===== config.mk =====
export PLATFORM = sky130hd
export DESIGN_NAME = mac_unit
export DESIGN_NICKNAME = d
export VERILOG_FILES = /design/src/rtl/mac_pkg.sv /design/src/rtl/mac_operand_ext.sv /design/src/rtl/mac_datapath.sv /design/src/rtl/mac_result_regs.sv /design/src/rtl/mac_unit.sv
export SDC_FILE = /design/constraint.sdc
export NUM_CORES = 1
export LEC_CHECK = 0
export BUFFER_PORTS_ARGS = -buffer_cell sky130_fd_sc_hd__buf_2
export CAP_MARGIN = 5
export CORE_MARGIN = 2
export CORE_UTILIZATION = 65
export CTS_BUF_LIST = sky130_fd_sc_hd__clkbuf_4 sky130_fd_sc_hd__clkbuf_8 sky130_fd_sc_hd__clkbuf_16
export CTS_CLUSTER_DIAMETER = 30
export DETAILED_ROUTE_END_ITERATION = 16
export MAX_ROUTING_LAYER = met4
export PLACE_DENSITY_LB_ADDON = 0.12
export SETUP_SLACK_MARGIN = 0.15
export SYNTH_ARGS = -nofsm -noshare
export SYNTH_HDL_FRONTEND = slang
export SYNTH_SLANG_ARGS = --single-unit
export TNS_END_PERCENT = 100

===== constraint.sdc =====
create_clock -name clk -period 11 [get_ports clk]
set_clock_uncertainty 0.05 [all_clocks]
set_input_delay 1.1 -clock clk [delete_from_list [all_inputs] [get_ports clk]]
set_output_delay 1.1 -clock clk [all_outputs]
set_load 0.02 [all_outputs]

===== src/rtl/mac_pkg.sv =====
package mac_pkg;
  // bit 0 = signed, bit 1 = accumulate; taken from address bits 2:1
  typedef enum logic [1:0] {
    MODE_UMPY = 2'b00,
    MODE_SMPY = 2'b01,
    MODE_UMAC = 2'b10,
    MODE_SMAC = 2'b11
  } mac_mode_e;

  // word index inside the 16-byte window (address bits 3:1)
  localparam logic [2:0] IDX_OPB   = 3'd4;
  localparam logic [2:0] IDX_RESLO = 3'd5;
  localparam logic [2:0] IDX_RESHI = 3'd6;
  localparam logic [2:0] IDX_EXT   = 3'd7;
endpackage


===== src/rtl/mac_operand_ext.sv =====
module mac_operand_ext #(
  parameter int DW = 16
) (
  input  logic [DW-1:0] wdata,
  input  logic [1:0]    be,
  input  logic          is_signed,
  output logic [DW-1:0] value
);
  localparam int HB = DW / 2;

  always_comb begin
    unique case (be)
      2'b01:   value = {{HB{is_signed & wdata[HB-1]}}, wdata[HB-1:0]};
      2'b10:   value = {{HB{is_signed & wdata[DW-1]}}, wdata[DW-1:HB]};
      default: value = wdata;
    endcase
  end
endmodule


===== src/rtl/mac_datapath.sv =====
module mac_datapath
  import mac_pkg::*;
#(
  parameter int DW = 16
) (
  input  mac_mode_e       mode,
  input  logic [DW-1:0]   opa,
  input  logic [DW-1:0]   opb,
  input  logic [2*DW-1:0] acc,
  output logic [2*DW-1:0] res,
  output logic [DW-1:0]   ext
);
  localparam int RW = 2 * DW;

  logic          sgn;
  logic [RW-1:0] a_w, b_w, prod;
  logic [RW:0]   sum;

  assign sgn  = mode[0];
  assign a_w  = {{DW{sgn & opa[DW-1]}}, opa};
  assign b_w  = {{DW{sgn & opb[DW-1]}}, opb};
  assign prod = a_w * b_w;
  assign sum  = {1'b0, acc} + {1'b0, prod};

  always_comb begin
    unique case (mode)
      MODE_UMPY: begin res = prod;       ext = '0; end
      MODE_SMPY: begin res = prod;       ext = {DW{prod[RW-1]}}; end
      MODE_UMAC: begin res = sum[RW-1:0]; ext = {{(DW-1){1'b0}}, sum[RW]}; end
      default:   begin res = sum[RW-1:0]; ext = {DW{sum[RW-1]}}; end
    endcase
  end
endmodule


===== src/rtl/mac_result_regs.sv =====
module mac_result_regs #(
  parameter int DW = 16
) (
  input  logic            clk,
  input  logic            rst_n,
  input  logic            load_calc,
  input  logic [2*DW-1:0] calc_res,
  input  logic [DW-1:0]   calc_ext,
  input  logic            wr_lo,
  input  logic            wr_hi,
  input  logic [1:0]      be,
  input  logic [DW-1:0]   wdata,
  output logic [2*DW-1:0] res_q,
  output logic [DW-1:0]   ext_q
);
  localparam int HB = DW / 2;

  logic [DW-1:0] merged;

  always_comb begin
    merged = wr_hi ? res_q[2*DW-1:DW] : res_q[DW-1:0];
    if (be[0]) merged[HB-1:0]  = wdata[HB-1:0];
    if (be[1]) merged[DW-1:HB] = wdata[DW-1:HB];
  end

  always_ff @(posedge clk or negedge rst_n) begin
    if (!rst_n) begin
      res_q <= '0;
      ext_q <= '0;
    end else if (load_calc) begin
      res_q <= calc_res;
      ext_q <= calc_ext;
    end else if (wr_lo) begin
      res_q[DW-1:0] <= merged;
    end else if (wr_hi) begin
      res_q[2*DW-1:DW] <= merged;
    end
  end


  ext_ro_chk: assert property (@(posedge clk) disable iff (!rst_n)
    !load_calc |=> $stable(ext_q));
endmodule


===== src/rtl/mac_unit.sv =====
module mac_unit
  import mac_pkg::*;
#(
  parameter int              DW   = 16,
  parameter int              AW   = 16,
  parameter logic [AW-1:0]   BASE = 16'h0130
) (
  input  logic          clk,
  input  logic          rst_n,
  input  logic          bus_sel,
  input  logic          bus_we,
  input  logic [AW-1:0] bus_addr,
  input  logic [1:0]    bus_be,
  input  logic [DW-1:0] bus_wdata,
  output logic [DW-1:0] bus_rdata
);
  localparam int HB = DW / 2;
  localparam int RW = 2 * DW;

  logic          hit, wr_any, rd_any;
  logic [2:0]    idx;
  logic          opa_wr, opb_wr, lo_wr, hi_wr;
  mac_mode_e     mode_q;
  logic [DW-1:0] opa_q, opb_q, opa_new, opb_new;
  logic [RW-1:0] res_q, calc_res;
  logic [DW-1:0] ext_q, calc_ext;

  assign hit    = (bus_addr[AW-1:4] == BASE[AW-1:4]) && !bus_addr[0];
  assign idx    = bus_addr[3:1];
  assign wr_any = bus_sel && bus_we && hit && (|bus_be);
  assign rd_any = bus_sel && !bus_we && hit;
  assign opa_wr = wr_any && !idx[2];
  assign opb_wr = wr_any && (idx == IDX_OPB);
  assign lo_wr  = wr_any && (idx == IDX_RESLO);
  assign hi_wr  = wr_any && (idx == IDX_RESHI);

  mac_operand_ext #(.DW(DW)) u_exta (
    .wdata(bus_wdata), .be(bus_be), .is_signed(bus_addr[1]), .value(opa_new));

  mac_operand_ext #(.DW(DW)) u_extb (
    .wdata(bus_wdata), .be(bus_be), .is_signed(mode_q[0]), .value(opb_new));

  always_ff @(posedge clk or negedge rst_n) begin
    if (!rst_n) begin
      opa_q  <= '0;
      opb_q  <= '0;
      mode_q <= MODE_UMPY;
    end else begin
      if (opa_wr) begin
        opa_q  <= opa_new;
        mode_q <= mac_mode_e'(bus_addr[2:1]);
      end
      if (opb_wr) opb_q <= opb_new;
    end
  end

  mac_datapath #(.DW(DW)) u_dp (
    .mode(mode_q), .opa(opa_q), .opb(opb_new), .acc(res_q),
    .res(calc_res), .ext(calc_ext));

  mac_result_regs #(.DW(DW)) u_res (
    .clk(clk), .rst_n(rst_n), .load_calc(opb_wr), .calc_res(calc_res),
    .calc_ext(calc_ext), .wr_lo(lo_wr), .wr_hi(hi_wr), .be(bus_be),
    .wdata(bus_wdata), .res_q(res_q), .ext_q(ext_q));

  always_comb begin
    bus_rdata = '0;
    if (rd_any) begin
      unique case (idx)
        IDX_OPB:   bus_rdata = opb_q;
        IDX_RESLO: bus_rdata = res_q[DW-1:0];
        IDX_RESHI: bus_rdata = res_q[RW-1:DW];
        IDX_EXT:   bus_rdata = ext_q;
        default:   bus_rdata = opa_q;
      endcase
    end
  end


  umpy_ext_chk: assert property (@(posedge clk) disable iff (!rst_n)
    (opb_wr && mode_q == MODE_UMPY) |=> (ext_q == '0));

  smpy_ext_chk: assert property (@(posedge clk) disable iff (!rst_n)
    (opb_wr && mode_q == MODE_SMPY) |=> (ext_q == '0 || ext_q == '1));

  umac_ext_chk: assert property (@(posedge clk) disable iff (!rst_n)
    (opb_wr && mode_q == MODE_UMAC) |=> (ext_q[DW-1:1] == '0));

  smac_ext_chk: assert property (@(posedge clk) disable iff (!rst_n)
    (opb_wr && mode_q == MODE_SMAC) |=> (ext_q == {DW{res_q[RW-1]}}));

  opa_hold_chk: assert property (@(posedge clk) disable iff (!rst_n)
    !opa_wr |=> ($stable(opa_q) && $stable(mode_q)));

  res_hold_chk: assert property (@(posedge clk) disable iff (!rst_n)
    !(opb_wr || lo_wr || hi_wr) |=> $stable(res_q));

  byte_zext_chk: assert property (@(posedge clk) disable iff (!rst_n)
    (opa_wr && bus_be != 2'b11 && !bus_addr[1]) |=> (opa_q[DW-1:HB] == '0));
endmodule


==> flow_summary.toml <==
[routing]
wl_per_cell_um = 20.7
drt_wl_total_mm = 47.8
via_count = 14097
drc_errors = 0
drtIter0Drc = 1340
final_antenna_net_count = 0
firstDrtPassIters = 6
vias_per_cell = 6.11

[sta]
fin_tns_setup_ps = 0
rsz0062_at_grt = "no"
period_minus_slack_ps = 10480
setup_viol = 0
min_period_over_period = 0.952
fmax_ghz = 0.0955
final_max_slew_viol_count = 0
relSlewSlack = 0.108
hold_viol_final = 0
worst_pin_slew_ps = 1340

[status]
status = "finished clean"

[setup_path]
crit_type = "in2reg"
critical-path-max-stage-delay_ps = 530
r2r_start = "opa_q[11]"
rrSetupSlack_ps = 1690
critPathLaunchType = "primary input"
startpoint = "bus_be[0]"
worst_ep_arrival_time_ps = 10660
cp_common_cell = "fa_1"
required_ps = 11180
cp-end-kind = "flop"
critical_path.max_fanout = 14
cp_slowest_cell = "fa_1"

[yosys]
postSynthAreaPerCell_um2 = 8.40
synth_edf_count = 0
synth-seq-area-share = 0.102
ys.flop_type = "dfrtp_1"
synthTopCellsByArea = "fa_1 (34%), dfrtp_1 (10%), ha_1 (9.0%), inv_1 (7.6%), nand2_1 (6.4%)"
synthArstFlopShare = 1.00
syn_nets = 2424
ys_types = 75
synth_top_area_cell = "fa_1"
synth_area_um2 = 16600
ys_ff_latch = 68
ys_warn_count = 0
syn_inst = 1983
yosys.area.top_type_share = 0.340

[grt]
grt_max_degree = 69
grt_pass1_vias = 14182
grt_pass1_wl_mm = 76.2
grtUsageTotal = 0.384
grt_antenna_before_repair = 0
overflow = 0

[finish]
nets = 2415
syn2layout_area_growth_pct = 5.38
diodes = 0
regArea_um2 = 1700
n_fill_cell = 2091
drive_gt1_frac = 0.0657
layout_common_cells = "inv_1 (337), nand2_1 (283), fa_1 (283)"
multi_input_area_um2 = 13300
layout_commonest_cell = "inv_1"

[clocking]
clk_path_buf_depth = 2
numCtsBuffers = 9
htree_levels = 3
ctsHoldBuffers = 0
clkSinkCount = 68
ctsResizeCount = 0
tritoncts = "yes"
clockRootBuffer = "clkbuf_16"
clkLatencyLatePin_ps = 340
clk_pin_slew_ps = 60
postCtsSetupRepairBufs = 0

[hold_path]
worstHoldStart = "opb_q[13]"
hold_path.class = "reg2reg"

[die]
die_x_um = 164
row_count = 58
initial_utilization = 0.661
dieArea_um2 = 26900
die_y_um = 164
ios = 54
core_um2 = 25200

[power]
leakagePower_nw = 8.92
power_mw = 0.730
p_per_area_nw_per_um2 = 41.6
max-vdd-ir-drop_mv = 0.0967

[place]
place.gp.congestion = 0.951
hpwl_mm = 37.9
port-buffer-count = 53

[run]
maxCapViolCount = 0
==> cells in the mapped netlist (3+ instances only) <==
library cell / n
nor2b_1: 51
and3_1: 6
clkbuf_2: 6
o21ai_0: 79
nand3_1: 12
nand4_1: 3
and4_1: 3
mux2_2: 3
xnor2_1: 44
a21boi_0: 3
a211oi_1: 16
a211o_1: 3
a22o_1: 10
a22oi_1: 16
a2111oi_0: 4
ha_1: 120
buf_1: 9
o211ai_1: 9
inv_1: 337
mux2i_1: 39
nand2b_1: 8
a221o_1: 3
a31oi_1: 8
nand4b_1: 3
or3_1: 8
o21bai_1: 9
o21ai_1: 26
nor2_1: 87
dfrtp_1: 68
clkbuf_1: 87
xor2_1: 19
o22ai_1: 7
a21oi_1: 112
o21a_1: 7
a21o_1: 31
or2_2: 11
o31ai_1: 8
and2_1: 79
fa_1: 283
a41oi_1: 3
nand2_1: 283
or4_1: 3
nor3_1: 18
==> power by group <==
part           switching [mW]  internal, mW
registers            0.000465         0.250
logic                  0.0818        0.0271
clock network           0.120         0.251
total                   0.202         0.528
==> area by class of cell <==
cell class,instances,share of cell area
Multi-Input combinational cell,1473,0.758
Sequential cell,68,0.0970
Clock inverter,6,0.00763
Tap cell,330,0.0235
Timing Repair Buffer,84,0.0284
Clock buffer,10,0.0136
Inverter,338,0.0723
==> stage by stage <==
| stage | instances | cell area, um^2 | hold WS, ps | setup WS, ps | util |
|---|---|---|---|---|---|
| 2_1_floorplan | 1983 | 16600 | 388 | 213 | - |
| 3_3_place_gp | 2293 | 17200 | 399 | 402 | 0.682 |
| 3_5_place_dp | 2293 | 17200 | 407 | 273 | 0.682 |
| 4_1_cts | 2309 | 17500 | 418 | 588 | 0.696 |
| 5_1_grt | 2309 | 17500 | 453 | 158 | 0.697 |
| 6_report | 2309 | 17500 | 418 | 524 | 0.697 |
==> routing by layer <==
layer	vias up	part of all wire	track usage
met5	-	0	-
met4	0	0.047	0.159
met3	149	0.087	0.0657
met2	659	0.46	0.597
met1	7007	0.40	0.504
li1	6282	-	-
==> sequential cells by signal (all words and copies together) (netlist names) <==
signal,flops
u_res.ext_q,2
u_res.res_q,32
opb_q,16
mode_q,2
opa_q,16
==> worst max-delay path, delay by kind of cell <==
family          cells  cell delay, ps
fa+ha+maj           9            4080
compound gates     12            3120
simple gates        6            1760
buf+inv             6             420
xor+xnor            1             170
==> kinds of logic after synthesis <==
kind of cell               after synthesis  share of synthesized area
buffers and inverters                  442                      0.100
and+or+nand+nor                        589                      0.167
AOI/OAI and AO/OA                      375                      0.140
DFF                                     68                      0.102
muxes                                   43                     0.0268
xor gates and xnor gates                63                     0.0331
adders and majority gates              403                      0.430
==> worst paths after layout <==
path	endpoint	cells after the start
max	u_res.ext_q[14]	34
min	opb_q[13]	2
max reg2reg	u_res.ext_q[14]	28
min reg2reg	opb_q[13]	2
max in group asynchronous	opb_q[8]	2
min in group asynchronous	u_res.res_q[12]	2
No activity file was read; power rests on OpenSTA's default activity.
